$ cat src/rtl/ea_pkg.sv
package ea_pkg;

    localparam int WORD_W   = 16;
    localparam int ADDR_W   = 15;
    localparam int OFS_W    = 10;
    localparam int PAGE_W   = ADDR_W - OFS_W;
    localparam int LINK_BIT = WORD_W - 1;
    localparam int PSEL_BIT = OFS_W;

    typedef enum logic [1:0] {
        WALK_IDLE,
        WALK_READ,
        WALK_WAIT
    } walk_state_e;

    typedef struct packed {
        logic [ADDR_W-1:0] word;
        logic              lane;
    } byte_ref_t;

    function automatic logic is_link(input logic [WORD_W-1:0] w);
        return w[LINK_BIT];
    endfunction

    function automatic logic [ADDR_W-1:0] link_target(input logic [WORD_W-1:0] w);
        return w[ADDR_W-1:0];
    endfunction

    function automatic byte_ref_t split_byte(input logic [WORD_W-1:0] b);
        byte_ref_t r;
        r.word = b[WORD_W-1:1];
        r.lane = b[0];
        return r;
    endfunction

endpackage

$ cat src/rtl/ea_direct_form.sv
module ea_direct_form
    import ea_pkg::*;
(
    input  logic              page_sel,
    input  logic [OFS_W-1:0]  offset,
    input  logic [PAGE_W-1:0] cur_page,
    output logic [ADDR_W-1:0] dir_addr
);
    logic [PAGE_W-1:0] page_num;

    always_comb begin
        page_num = page_sel ? cur_page : '0;
        dir_addr = {page_num, offset};
    end

endmodule

$ cat src/rtl/ea_byte_map.sv
module ea_byte_map
    import ea_pkg::*;
(
    input  logic [WORD_W-1:0] byte_addr,
    output logic [ADDR_W-1:0] byte_word,
    output logic              byte_lane
);
    byte_ref_t ref_w;

    always_comb begin
        ref_w     = split_byte(byte_addr);
        byte_word = ref_w.word;
        byte_lane = ref_w.lane;
    end

endmodule

$ cat src/rtl/ea_chain_walk.sv
module ea_chain_walk
    import ea_pkg::*;
#(
    parameter int MAX_DEPTH = 64,
    localparam int DEPTH_W  = $clog2(MAX_DEPTH + 1)
) (
    input  logic               clk,
    input  logic               rst,
    input  logic               start,
    input  logic               indirect,
    input  logic [ADDR_W-1:0]  dir_addr,
    output logic               mem_rd_en,
    output logic [ADDR_W-1:0]  mem_addr,
    input  logic [WORD_W-1:0]  mem_rdata,
    output logic               busy,
    output logic               done,
    output logic [ADDR_W-1:0]  eff_addr,
    output logic [DEPTH_W-1:0] depth,
    output logic               err
);
    localparam logic [DEPTH_W-1:0] LIMIT = DEPTH_W'(MAX_DEPTH);

    walk_state_e        state_q;
    logic [ADDR_W-1:0]  ptr_q;
    logic [DEPTH_W-1:0] lvl_q;
    logic [DEPTH_W-1:0] lvl_nx;

    assign lvl_nx    = lvl_q + DEPTH_W'(1);
    assign busy      = (state_q != WALK_IDLE);
    assign mem_rd_en = (state_q == WALK_READ);
    assign mem_addr  = ptr_q;

    always_ff @(posedge clk) begin
        if (rst) begin
            state_q  <= WALK_IDLE;
            ptr_q    <= '0;
            lvl_q    <= '0;
            done     <= 1'b0;
            eff_addr <= '0;
            depth    <= '0;
            err      <= 1'b0;
        end else begin
            done <= 1'b0;
            case (state_q)
                WALK_IDLE: begin
                    if (start) begin
                        if (indirect) begin
                            state_q <= WALK_READ;
                            ptr_q   <= dir_addr;
                            lvl_q   <= '0;
                        end else begin
                            done     <= 1'b1;
                            eff_addr <= dir_addr;
                            depth    <= '0;
                            err      <= 1'b0;
                        end
                    end
                end
                WALK_READ: begin
                    state_q <= WALK_WAIT;
                end
                WALK_WAIT: begin
                    if (!is_link(mem_rdata)) begin
                        state_q  <= WALK_IDLE;
                        done     <= 1'b1;
                        eff_addr <= link_target(mem_rdata);
                        depth    <= lvl_nx;
                        err      <= 1'b0;
                    end else if (lvl_nx == LIMIT) begin
                        state_q  <= WALK_IDLE;
                        done     <= 1'b1;
                        eff_addr <= '0;
                        depth    <= LIMIT;
                        err      <= 1'b1;
                    end else begin
                        state_q <= WALK_READ;
                        ptr_q   <= link_target(mem_rdata);
                        lvl_q   <= lvl_nx;
                    end
                end
                default: state_q <= WALK_IDLE;
            endcase
        end
    end

    AST_READ_WHILE_BUSY: assert property (@(posedge clk) disable iff (rst)
        mem_rd_en |-> busy) else $error("read outside a walk");

    AST_SINGLE_READ_SLOT: assert property (@(posedge clk) disable iff (rst)
        mem_rd_en |=> !mem_rd_en) else $error("back-to-back reads");

    AST_DONE_PULSE: assert property (@(posedge clk) disable iff (rst)
        done |=> !done) else $error("done longer than one cycle");

    AST_DEPTH_BOUND: assert property (@(posedge clk) disable iff (rst)
        done |-> (depth <= LIMIT)) else $error("depth above limit");

    AST_ERR_AT_LIMIT: assert property (@(posedge clk) disable iff (rst)
        (done && err) |-> (depth == LIMIT && eff_addr == '0)) else $error("bad error result");

    AST_TERMINAL_CLEAR: assert property (@(posedge clk) disable iff (rst)
        (done && !err && depth != '0) |-> !$past(mem_rdata[LINK_BIT])) else $error("ended on a link word");

    AST_DONE_NOT_BUSY: assert property (@(posedge clk) disable iff (rst)
        done |-> !busy) else $error("done while walking");

endmodule

$ cat src/rtl/ea_resolver.sv
module ea_resolver
    import ea_pkg::*;
#(
    parameter int MAX_DEPTH = 64,
    localparam int DEPTH_W  = $clog2(MAX_DEPTH + 1)
) (
    input  logic               clk,
    input  logic               rst,
    input  logic               start,
    input  logic [15:0]        instr,
    input  logic [14:0]        pc,
    output logic               mem_rd_en,
    output logic [14:0]        mem_addr,
    input  logic [15:0]        mem_rdata,
    output logic               busy,
    output logic               done,
    output logic [14:0]        eff_addr,
    output logic [DEPTH_W-1:0] depth,
    output logic               err,
    input  logic [15:0]        byte_addr,
    output logic [14:0]        byte_word,
    output logic               byte_lane
);
    logic [ADDR_W-1:0] dir_addr;
    logic              unused_spare_bits;

    assign unused_spare_bits = ^{instr[LINK_BIT-1:PSEL_BIT+1], pc[OFS_W-1:0]};

    ea_direct_form u_direct (
        .page_sel (instr[PSEL_BIT]),
        .offset   (instr[OFS_W-1:0]),
        .cur_page (pc[ADDR_W-1:OFS_W]),
        .dir_addr (dir_addr)
    );

    ea_chain_walk #(.MAX_DEPTH(MAX_DEPTH)) u_walk (
        .clk       (clk),
        .rst       (rst),
        .start     (start),
        .indirect  (instr[LINK_BIT]),
        .dir_addr  (dir_addr),
        .mem_rd_en (mem_rd_en),
        .mem_addr  (mem_addr),
        .mem_rdata (mem_rdata),
        .busy      (busy),
        .done      (done),
        .eff_addr  (eff_addr),
        .depth     (depth),
        .err       (err)
    );

    ea_byte_map u_bytes (
        .byte_addr (byte_addr),
        .byte_word (byte_word),
        .byte_lane (byte_lane)
    );

endmodule

$ cat config.mk
export PLATFORM = sky130hd
export DESIGN_NAME = ea_resolver
export DESIGN_NICKNAME = d
export VERILOG_FILES = /design/src/rtl/ea_pkg.sv /design/src/rtl/ea_direct_form.sv /design/src/rtl/ea_byte_map.sv /design/src/rtl/ea_chain_walk.sv /design/src/rtl/ea_resolver.sv
export SDC_FILE = /design/constraint.sdc
export NUM_CORES = 1
export LEC_CHECK = 0
export ABC_AREA = 1
export BUFFER_PORTS_ARGS = -buffer_cell sky130_fd_sc_hd__clkbuf_2
export CORE_ASPECT_RATIO = 0.8
export CORE_MARGIN = 3
export CORE_UTILIZATION = 40
export DETAILED_ROUTE_END_ITERATION = 12
export GPL_TIMING_DRIVEN = 0
export PLACE_DENSITY_LB_ADDON = 0.1
export SLEW_MARGIN = 25
export SYNTH_ARGS = -nofsm -noshare
export SYNTH_HDL_FRONTEND = slang
export SYNTH_SLANG_ARGS = --single-unit
$ cat constraint.sdc
create_clock -name clk -period 4.9 [get_ports clk]
set_clock_uncertainty 0.05 [all_clocks]
set_input_delay 1.225 -clock clk [delete_from_list [all_inputs] [get_ports clk]]
set_output_delay 1.225 -clock clk [all_outputs]
set_load 0.03 [all_outputs]
==> out/summary.txt <==
outcome: finished clean
CTS tree: built
Port Buf Inserts: 91
Critical R2R Launch: u_walk.lvl_q[0]
die width: 97.7 µm
Synth Area in Compound Gates: 7.20%
Die ar.: 0.00776 mm²
Power Dens Cells: 309 mW/mm²
Setup TNS: 0 ns
critical path class: input pin to output pin
Reg2Reg Setup Slack: 2.89 ns
DR vias/cell: 4.58
Initial Utilization: 41.8%
clk_lat worst skew: 0.30 ns
Die Y: 79.4 µm
final max-slew violation count: 0
Clock Sinks: 48
Area Overhead vs Synth: 24.8%
critical path data required time: 3.62 ns
# IOs: 123
crit path DAT: 1.51 ns
mux share of post-synthesis cell area: 0%
initial drt markers: 155
async set-reset flop share out of synthesis: 0%
routed len/inst: 12.4 µm
Slew headroom: 60.0%
Worst Min Path Start: u_walk.state_q[0]
initial antenna violation count: 0
post-synthesis xor/xnor area fraction: 0%
GPL Wtd Cong: 0.891
global-route usage over all layers: 18.7%
final period utilization: 56.7%
crit-path cells: buf_4, clkbuf_2
CP Max Fanout: 1
area leader, netlist: dfxtp_1
Synth Area in Adders: 0.465%
H-tree depth: 2
Post-layout nets: 589
total CTS buffers: 5
EDFF count, synth: 0
antenna-violating nets left: 0
antenna diode count: 0
cts hold-fix bufs: 0
post-synthesis sequential area ratio: 35.7%
Top delay family on crit path: buffers and inverters
Core Box Area: 0.00644 mm²
worst vdd ir: 0.000121 V
CP Capture Type: output pin
post-synth cell types: 26
R2R depth: 12
simple-gate share of the synthesized area: 42.5%
hpwl dp: 5890 µm
Mapped Cells: 424
via count: 2781
Worst Hold End: u_walk.state_q[1]
Period minus WS final: 2.78 ns
Synth Flop Type: dfxtp_1
Routed Wire Length: 7510 µm
row count: 26
worst hold slack: 0.420 ns
post-cts resize count: 0
Tot Pwr: 1.04 mW
top post-synthesis cells by count: 145 x nand2_1, 77 x nor2_1, 48 x dfxtp_1
share of the synthesized area in the top cell type: 35.7%
LEAKAGE: 1.85 nW
GRT overflow: 0
RSZ-0062 raised after global routing: no
number of global-route vias before repair: 2460
drt first pass iters: 4
HP Class: flip-flop to flip-flop
largest family of logic cells by synthesized area: simple AND/OR/NAND/NOR gates
fillers: 707
Area contributors post-synth: dfxtp_1 36%, nand2_1 20%, nor2_1 11%, nand3_2 6.7%, buf_4 5.6%
total DRC errors in the routed layout: 0
FMAX: 360 MHz
syn_area_per_cell: 6.35 µm²
Final setup viols: 0
worst path bufs/invs: 2
worst r2r dst: u_walk.eff_addr[9]
worst slew pin tran: 0.600 ns
startpoint types: input pin
setup bufs post-CTS: 0
Net Count, Synth: 491
most common cell in the netlist: nand2_1
mapped cell area: 0.00269 mm²
largest net degree at the start of global routing: 15
FF+latch count, synth: 48
first-pass GRT wire length: 11800 µm
root buffer selected by CTS: clkbuf_8
Hold Crit Depth: 2
CTS Buffer Depth: 2
max-cap check violation count: 0
Ys Warns: 0
CP max stage delay: 0.17 ns
Fin. Hold Viols: 0
share of layout cells above drive strength 1: 28.7%
slowest cell on the critical path: clkbuf_2
clock slew seen by the registers of the worst setup and hold paths: 0.08 ns
==> worst max path at each step <==
stage                       startpoint            to  slack, ns  depth (start not counted)
after global routing      byte_addr[6]  byte_word[5]       2.11                          2
final                     byte_addr[5]  byte_word[4]       2.12                          2
after global placement    byte_addr[4]  byte_word[3]       2.12                          2
after CTS                 byte_addr[5]  byte_word[4]       2.11                          2
after floorplan           byte_addr[0]     byte_lane       2.26                          1
after detailed placement  byte_addr[5]  byte_word[4]       2.12                          2
==> routing by layer <==
layer | GRT usage, % | wire (µm) | vias to the layer above | share of wire [%]
met3 | 3.23 | 529 | 6 | 7.0
met2 | 28.7 | 3130 | 94 | 42
met1 | 27.6 | 3800 | 1196 | 51
li1 | - | - | 1485 | -
met5 | 0 | 0 | - | 0
met4 | 4.15 | 57 | 0 | 0.76
==> where the power goes <==
group | switching, mW | total [mW] | internal, mW | leakage [nW]
registers | 0.0198 | 0.444 | 0.424 | 0.395
clock network | 0.137 | 0.288 | 0.152 | 0.0552
logic | 0.207 | 0.307 | 0.100 | 1.40
==> layout by cell type (no fill, tap or decap), drive strengths merged <==
cell type	n
dfxtp	48
clkbuf	104
clkinv	2
a32oi	1
nor3	1
o21ai	8
nand4	2
a21oi	25
nand2	148
inv	38
nand3b	1
o21bai	1
a22o	1
ha	1
bufinv	1
nand3	33
buf	30
nor2	78
==> area by class of cell <==
class                      count  area [µm²]  area share [%]
buffer                        37         235            7.00
clock buffer                   6        72.6            2.16
clock inverter                 2        35.0            1.04
inverter                      39         146            4.36
multi-input combinational    300        1350            40.2
sequential                    48         961            28.6
tap                           84         105            3.13
timing repair buffer          91         455            13.6
==> registers in the layout, indices dropped and copies added (netlist names) <==
name             cells
u_walk.lvl_q         7
u_walk.done          1
u_walk.err           1
u_walk.depth         7
u_walk.state_q       2
u_walk.eff_addr     15
u_walk.mem_addr     15
==> kinds of logic after synthesis <==
family / after synthesis
buffers and inverters: 76
AO/OA/AOI/OAI: 36
flip-flops: 48
adder cells (fa/ha/maj): 1
AND/OR/NAND/NOR: 263
==> per-stage QoR <==
stage | worst slack (ns) | area (µm²) | std cells | util, %
2_1_floorplan | 2.26 | 2690 | 424 | -
3_3_place_gp | 2.12 | 3250 | 599 | 50.5
3_5_place_dp | 2.12 | 3250 | 599 | 50.5
4_1_cts | 2.11 | 3360 | 607 | 52.2
5_1_grt | 2.11 | 3360 | 607 | 52.2
6_report | 2.12 | 3360 | 607 | 52.2
Note: power is estimated with default switching activity, not from simulation.
